File: src/rtl/arx_pkg.sv
`timescale 1ns/1ps
package arx_pkg;
  localparam int WORD_W  = 4;
  localparam int N_WORDS = 4;
  localparam int BLK_W   = WORD_W * N_WORDS;
  localparam int RKEY_W  = N_WORDS * WORD_W;

  typedef logic [WORD_W-1:0] word_t;

  function automatic word_t rotr(input word_t x, input int n);
    int s;
    s = n % WORD_W;
    if (s == 0) return x;
    return word_t'((x >> s) | (x << (WORD_W - s)));
  endfunction

  function automatic int rot_a(input int r);
    return (r % 3) + 1;
  endfunction

  function automatic int rot_b(input int r);
    return 3 - (r % 3);
  endfunction

  function automatic word_t comb_a(input word_t x, input word_t k, input int r);
    return ((r % 2) == 0) ? (x & k) : (x | k);
  endfunction

  function automatic word_t comb_b(input word_t x, input word_t k, input int r);
    return ((r % 2) == 0) ? (x | ~k) : (x & ~k);
  endfunction
endpackage

File: src/rtl/arx_mix.sv
`timescale 1ns/1ps
module arx_mix
  import arx_pkg::*;
#(
  parameter int ROUND_IDX = 0,
  parameter bit SIDE_B    = 1'b0
) (
  input  logic [WORD_W-1:0] x,
  input  logic [WORD_W-1:0] k,
  output logic [WORD_W-1:0] y
);
  generate
    if (SIDE_B) begin : g_side_b
      localparam int ROT = rot_b(ROUND_IDX);
      assign y = rotr(comb_b(x, k, ROUND_IDX), ROT);
    end else begin : g_side_a
      localparam int ROT = rot_a(ROUND_IDX);
      assign y = rotr(comb_a(x, k, ROUND_IDX), ROT);
    end
  endgenerate
endmodule

File: src/rtl/arx_round.sv
`timescale 1ns/1ps
module arx_round
  import arx_pkg::*;
#(
  parameter int ROUND_IDX = 0
) (
  input  logic              clk,
  input  logic              rst,
  input  logic              in_vld,
  input  logic [BLK_W-1:0]  in_blk,
  input  logic [RKEY_W-1:0] rkeys,
  input  logic [BLK_W-1:0]  wmask,
  output logic              out_vld,
  output logic [BLK_W-1:0]  out_blk
);
  localparam int RA = rot_a(ROUND_IDX);
  localparam int RB = rot_b(ROUND_IDX);

  word_t w0, w1, w2, w3;
  word_t k0, k1, k2, k3;
  word_t s1, s2, mix_a, mix_b, t0, t3, u1, u2, v0, v3;
  logic [BLK_W-1:0] nxt;

  assign {w3, w2, w1, w0} = in_blk;
  assign {k3, k2, k1, k0} = rkeys;

  assign s1 = w1 + k1;
  assign s2 = w2 + k2;

  arx_mix #(.ROUND_IDX(ROUND_IDX), .SIDE_B(1'b0)) u_mix_a (
    .x(s2), .k(k0), .y(mix_a)
  );
  arx_mix #(.ROUND_IDX(ROUND_IDX), .SIDE_B(1'b1)) u_mix_b (
    .x(s1), .k(k3), .y(mix_b)
  );

  assign t0 = w0 ^ mix_a;
  assign t3 = w3 ^ mix_b;
  assign u1 = s1 ^ t0;
  assign u2 = s2 ^ t3;
  assign v0 = rotr(t0, RB);
  assign v3 = rotr(t3, RA);

  // reorder: new w0=u2, w1=v0, w2=v3, w3=u1
  assign nxt = {u1, v3, v0, u2} ^ wmask;

  always_ff @(posedge clk) begin
    if (rst) out_vld <= 1'b0;
    else     out_vld <= in_vld;
    if (in_vld && !rst) out_blk <= nxt;
  end
endmodule

File: src/rtl/arx_cipher_pipe.sv
`timescale 1ns/1ps
module arx_cipher_pipe
  import arx_pkg::*;
#(
  parameter int ROUNDS = 8,
  localparam int N_KEYS = N_WORDS * ROUNDS + N_WORDS,
  localparam int KEY_W  = N_KEYS * WORD_W
) (
  input  logic             clk,
  input  logic             rst,
  input  logic             in_valid,
  input  logic [BLK_W-1:0] plain_blk,
  input  logic [KEY_W-1:0] subkey_bus,
  output logic             out_valid,
  output logic [BLK_W-1:0] cipher_blk
);
  logic             stg_vld [0:ROUNDS];
  logic [BLK_W-1:0] stg_blk [0:ROUNDS];

  assign stg_vld[0] = in_valid;
  assign stg_blk[0] = plain_blk;

  generate
    for (genvar r = 0; r < ROUNDS; r++) begin : g_round
      logic [BLK_W-1:0] wmask;
      if (r == ROUNDS - 1) begin : g_whiten
        assign wmask = subkey_bus[ROUNDS*RKEY_W +: BLK_W];
      end else begin : g_plain
        assign wmask = '0;
      end
      arx_round #(.ROUND_IDX(r)) u_round (
        .clk    (clk),
        .rst    (rst),
        .in_vld (stg_vld[r]),
        .in_blk (stg_blk[r]),
        .rkeys  (subkey_bus[r*RKEY_W +: RKEY_W]),
        .wmask  (wmask),
        .out_vld(stg_vld[r+1]),
        .out_blk(stg_blk[r+1])
      );
    end
  endgenerate

  assign out_valid  = stg_vld[ROUNDS];
  assign cipher_blk = stg_blk[ROUNDS];
endmodule

File: config.mk
export PLATFORM = sky130hd
export DESIGN_NAME = arx_cipher_pipe
export DESIGN_NICKNAME = d
export VERILOG_FILES = /design/src/rtl/arx_pkg.sv /design/src/rtl/arx_mix.sv /design/src/rtl/arx_round.sv /design/src/rtl/arx_cipher_pipe.sv
export SDC_FILE = /design/constraint.sdc
export NUM_CORES = 1
export LEC_CHECK = 0
export BUFFER_PORTS_ARGS = -buffer_cell sky130_fd_sc_hd__buf_4
export CAP_MARGIN = 5
export CORE_ASPECT_RATIO = 0.6
export CORE_MARGIN = 2
export CORE_UTILIZATION = 40
export CTS_BUF_LIST = sky130_fd_sc_hd__clkbuf_8
export CTS_CLUSTER_SIZE = 20
export DETAILED_ROUTE_END_ITERATION = 10
export PLACE_DENSITY_LB_ADDON = 0.12
export REMOVE_ABC_BUFFERS = 1
export SYNTH_ARGS = -nofsm -noshare
export SYNTH_HDL_FRONTEND = slang
export SYNTH_HIERARCHICAL = 1
export SYNTH_SLANG_ARGS = --single-unit
File: constraint.sdc
create_clock -name clk -period 2.7 [get_ports clk]
set_clock_uncertainty 0.2 [all_clocks]
set_input_delay 0 -clock clk [delete_from_list [all_inputs] [get_ports clk]]
set_output_delay 0 -clock clk [all_outputs]
set_load 0.02 [all_outputs]
; Word level (Yosys, flattened, before mapping)
; Index checks and enable logic that the tools add are counted.
[word_totals]
register_bits = 136
in_bits = 163
output_inout_bits = 17
[op_classes]
addsub = 16
bitwise_logic = 89
reduce_logical = 9
[ops]
columns = operator, n
row1 = $xor 4x4->4, 32
row2 = $add 4x4->4, 16
row3 = $or 2x4->4, 12
row4 = $or 1x4->4, 10
row5 = $or 3x4->4, 10
row6 = $and 4x4->4, 8
row7 = $not 4->4, 8
row8 = $or 4x4->4, 8
row9 = $xor 16x16->16, 1
row10 = $logic_and 1x1->1, 8
row11 = $logic_not 1->1, 1

; Longest topological paths before layout
[depth]
ltp_word = 6
depth_mapped = 8
ltp_nobuf = 8

; Modules after synthesis
; The synthesis kept the hierarchy.
[modules_own_cells]
columns = mod, n_inst, cells_each, area_per_inst_um2, seq_area_each_um2
row1 = arx_round, 8, 73, 1043.5, 500.5
row2 = arx_mix (g_round[0].u_round.u_mix_a ...), 12, 4, 25.0, 0.0
row3 = arx_mix (g_round[1].u_round.u_mix_b ...), 4, 4, 55.1, 0.0
row4 = arx_cipher_pipe, 1, 1, 3.8, 0.0

; Least setup slack after synthesis
; No wires, ideal clock.
[synth_path]
path_type = register to register
from = register g_round[6].u_round.out_blk[8]
to = register g_round[7].u_round.out_blk[15] (data pin)
setup_ps = 268
arrival_ps = 1859
required_time_ps = 2232
setup_slack_ps = 373
path_stages_with_launch = 9
cell_sequence = edfxtp_1 > ha_1 > inv_1 > fa_1 > inv_1 > or2_1 > xnor2_1 > xnor2_1 > xnor3_1
[synth_via]
elab_chain_cells = 6
[synth_lines]
columns = element, line
row1 = start: declaration, arx_round.sv:14  ; output logic [BLK_W-1:0] out_blk
row2 = start signal: assignment, arx_round.sv:50  ; if (in_vld && !rst) out_blk <= nxt;
row3 = $add 4x4->4, arx_round.sv:28  ; assign s2 = w2 + k2;
row4 = named net g_round[7].u_round.s2[1], arx_round.sv:21  ; word_t s1, s2, mix_a, mix_b, t0, t3, u1, u2, v0, v3;
row5 = $or 4x4->4, arx_pkg.sv:26  ; return ((r % 2) == 0) ? (x & k) : (x | k);
row6 = $or 2x4->4, arx_pkg.sv:14  ; return word_t'((x >> s) | (x << (WORD_W - s)));
row7 = named net g_round[7].u_round.mix_a[3], arx_round.sv:21
row8 = $xor 4x4->4, arx_round.sv:37  ; assign t0 = w0 ^ mix_a;
row9 = $xor 4x4->4, arx_round.sv:39  ; assign u1 = s1 ^ t0;
row10 = $xor 16x16->16, arx_round.sv:45  ; assign nxt = {u1, v3, v0, u2} ^ wmask;
row11 = named net g_round[7].u_round.nxt[15], arx_round.sv:22  ; logic [BLK_W-1:0] nxt;
row12 = end signal: assignment, arx_round.sv:50
row13 = end: declaration, arx_round.sv:14
; The timed path passes the listed nets, and every way through them passes these cells.
; A chain may end at the register's enable or synchronous reset.

; Worst setup path in the final report
[layout_path]
from = register g_round[6].u_round.out_blk[5]
to = register g_round[7].u_round.out_blk[9] (data pin)
[layout_via]
elab_chain_cells = 6
[layout_lines]
columns = element, line
row1 = $add 4x4->4, arx_round.sv:27  ; assign s1 = w1 + k1;
row2 = named net g_round[7].u_round.s1[1], arx_round.sv:21
row3 = $and 4x4->4, arx_pkg.sv:30  ; return ((r % 2) == 0) ? (x | ~k) : (x & ~k);
row4 = $or 2x4->4, arx_pkg.sv:14
row5 = named net g_round[7].u_round.mix_b[3], arx_round.sv:21
row6 = $xor 4x4->4, arx_round.sv:38  ; assign t3 = w3 ^ mix_b;
row7 = $or 2x4->4, arx_pkg.sv:14
row8 = $xor 16x16->16, arx_round.sv:45
row9 = named net g_round[7].u_round.nxt[9], arx_round.sv:22
; The timed path passes the listed nets, and every way through them passes these cells.

==> results by group <==
Status
  • Status: complete, no violations

Synth
  • Synthesized area: ~8900 um^2
  • Cell variety after synth: 17
  • Biggest area consumer among synthesized cells: edfxtp_1
  • Main flop type after synthesis: edfxtp_1
  • Number of synthesized flops with an enable pin: 128
  • Synth area leaders: edfxtp_1, xnor2_1, xor2_1, ha_1, xnor3_1
  • Top-area cell type share of the netlist area: 43.3%
  • Post-synthesis sequential area ratio: a little under half
  • Warnings from Yosys: 6
  • Most numerous cell in the Yosys netlist: xnor2_1
  • Synth cell count leaders: xnor2_1, edfxtp_1, xor2_1
  • Synth Register Bits: roughly 140
  • Ys async rst share: 0%
  • Cell count after synthesis: 649
  • Syn Area/Cell: 13.7 um^2

Routing
  • Vias/cell: 3.95
  • WL per Instance: 13.7 um
  • Post-Route WL: 19100 um
  • Via count: 5512
  • DR pass1 iterations: 4
  • Residual DRC count: 0
  • Final ANT Viol Nets: 0
  • Initial DRC Count: 192

Clocking
  • Post-CTS Setup Inserts: 0
  • Clk_lat worst skew: roughly 0.43 ns
  • Clock buffer count from CTS: 17
  • H-tree depth: 4
  • Clk slew on worst S/H paths: 0.08 ns
  • CTS tree: yes
  • CTS Sinks: about 140
  • Clock Tree Buf Depth: 2
  • CTS root buf: clkbuf_8

STA
  • Final hold violation count: 0
  • Period minus WS final: 2.56 ns
  • Setup slack after layout: 0.139 ns
  • Setup TNS: 0 ns
  • RSZ-0062 raised after global routing: false
  • Period utilization: about 95%
  • Setup violations, final: 0
  • F_max: 390 MHz
  • Final Max Slew Viols: 0

Worst setup path
  • Crit end category: flop
  • Worst Path Required: 2.69 ns
  • WS Path Type: flop to flop
  • Crit-path max FO: 2
  • Worst r2r src: g_round[6].u_round/out_blk[5]
  • Startpoint types: flop
  • Worst Setup SP: g_round[6].u_round/out_blk[5]
  • Crit path DAT: 2.55 ns

Floorplan
  • Die X: about 200 um
  • # rows: 42
  • IO Pins: 180
  • Initial Util: 40.5%
  • Full die area: between 20000 and 25000 um^2
  • Core Box Area: approximately 22000 um^2
  • Die Ht: about 120 um

Pwr
  • Worst IR drop on VDD: ~0.00026 V
  • Design Power: between 6 and 7 mW
  • PwrDens: 478 nW/um^2
  • Cell leakage power: between 5 and 6 nW

Placement
  • Placed inst area: 11100 um^2
  • Dpl ws: 0.172 ns
  • Routability cong.: 0.757
  • Final HPWL DP: 15200 um
  • Port bufs: 179

GRT
  • Global route total overflow: 0
  • Via count of the first global-routing pass: 5769
  • Met1 global-route usage: 27.1%
  • First-pass GRT wire length: 30100 um
  • Largest net degree at the start of global routing: 17
  • Initial antenna violation count: 1
  • Grt peak-use layer: met1
  • Met3 usage: 3.65%
  • GRT Util Overall: 17.3%
  • Met2 global-route usage: between 20% and 30%

Final layout
  • Finished Cell Area: 12700 um^2
  • Fin util: 58.1%
  • Fin nets: 1322
  • Area grow syn2layout: 43.6%
  • Fraction of layout cells with a size suffix above 1: 22.5%
  • FF+latch area: 4000 um^2
  • Area of the multi-input gates: about 5200 um^2
  • Fillers: 1821

Flow run
  • Max Cap Viol: 0

Hold path
  • Hold Crit Start: subkey_bus[53]
  • Hold Crit Class: primary input to flop
[where the power goes]
group,switching (mW),leakage (nW),internal (mW)
Clock,0.790,0.218,0.979
Combinational,0.740,3.94,1.04
Sequential,0.0337,1.23,2.51
[path summary, 6_finish.rpt]
check                                                       to  slack, ns  cells after the start
worst max register to register   g_round[7].u_round/out_blk[9]       0.14                      5
worst min-delay path            g_round[3].u_round/out_blk[13]       0.02                      4
worst max-delay path             g_round[7].u_round/out_blk[9]       0.14                      5
worst min register to register      g_round[3].u_round/out_vld       0.26                      1
[metal layers]
layer	wire length [um]	share of wire [%]
met2	7610	40
met4	146	0.77
met1	10600	55
met5	0	0
met3	774	4.1
[logic make-up after synthesis]
logic type,after synthesis,synth area share (%)
AND/OR/NAND/NOR,80,6.99
XOR/XNOR,304,32.5
flip-flops,136,45.1
adder cells (fa/ha/maj),64,10.4
other,1,0.0423
buffers and inverters,32,1.35
AO/OA/AOI/OAI,32,3.61
[stage by stage]
| step | hold slack (ns) | instances |
|---|---|---|
| after floorplan | -0.128 | 760 |
| after global placement | 0.0261 | 1238 |
| after detailed placement | 0.0259 | 1238 |
| after CTS | 0.000435 | 1394 |
| after global routing | 0.0158 | 1395 |
| final | 0.0206 | 1395 |
[critical path, cell delays in order, from the launching register on]
cell and delay (ns):
edfxtp_1 0.53, fa_1 0.63, nor2b_4 0.18, xnor2_2 0.15, xnor2_1 0.08, dlygate4sd3_1 0.54
[what timing repair did]
action	CTS	global route
endpoints found under the setup margin	0	1
hold buffers	124	0
endpoints found under the hold margin	177	0
resized for setup	0	1
[area by class of cell]
| type | count | area share, % |
|---|---|---|
| diodes | 1 | 0.0196 |
| clock buffers | 17 | 1.84 |
| clock inverters | 15 | 1.33 |
| inverters | 32 | 0.943 |
| multi-input cells | 592 | 40.6 |
| flip-flops and latches | 136 | 31.4 |
| well taps | 286 | 2.81 |
| repair buffers | 316 | 21.1 |
[sequential cells by signal, indices dropped and copies added, names as in the netlist]
signal,count
g_round.u_round/out_vld,8
g_round.u_round/out_blk,128
[placed cells by master (no fill, tap or decap), drive strengths merged]
| cell | n |
|---|---|
| edfxtp | 128 |
| and2 | 16 |
| conb | 112 |
| dfxtp | 8 |
| xor2 | 80 |
| a21oi | 16 |
| fa | 16 |
| bufinv | 4 |
| dlygate4sd3 | 124 |
| or2 | 16 |
| buf | 192 |
| xnor3 | 16 |
| inv | 36 |
| xnor2 | 208 |
| clkbuf | 17 |
| clkinv | 7 |
| a21o | 16 |
| nor2b | 32 |
| diode | 1 |
| ha | 48 |
| nand2b | 16 |
No activity file was read; power rests on OpenSTA's default activity.
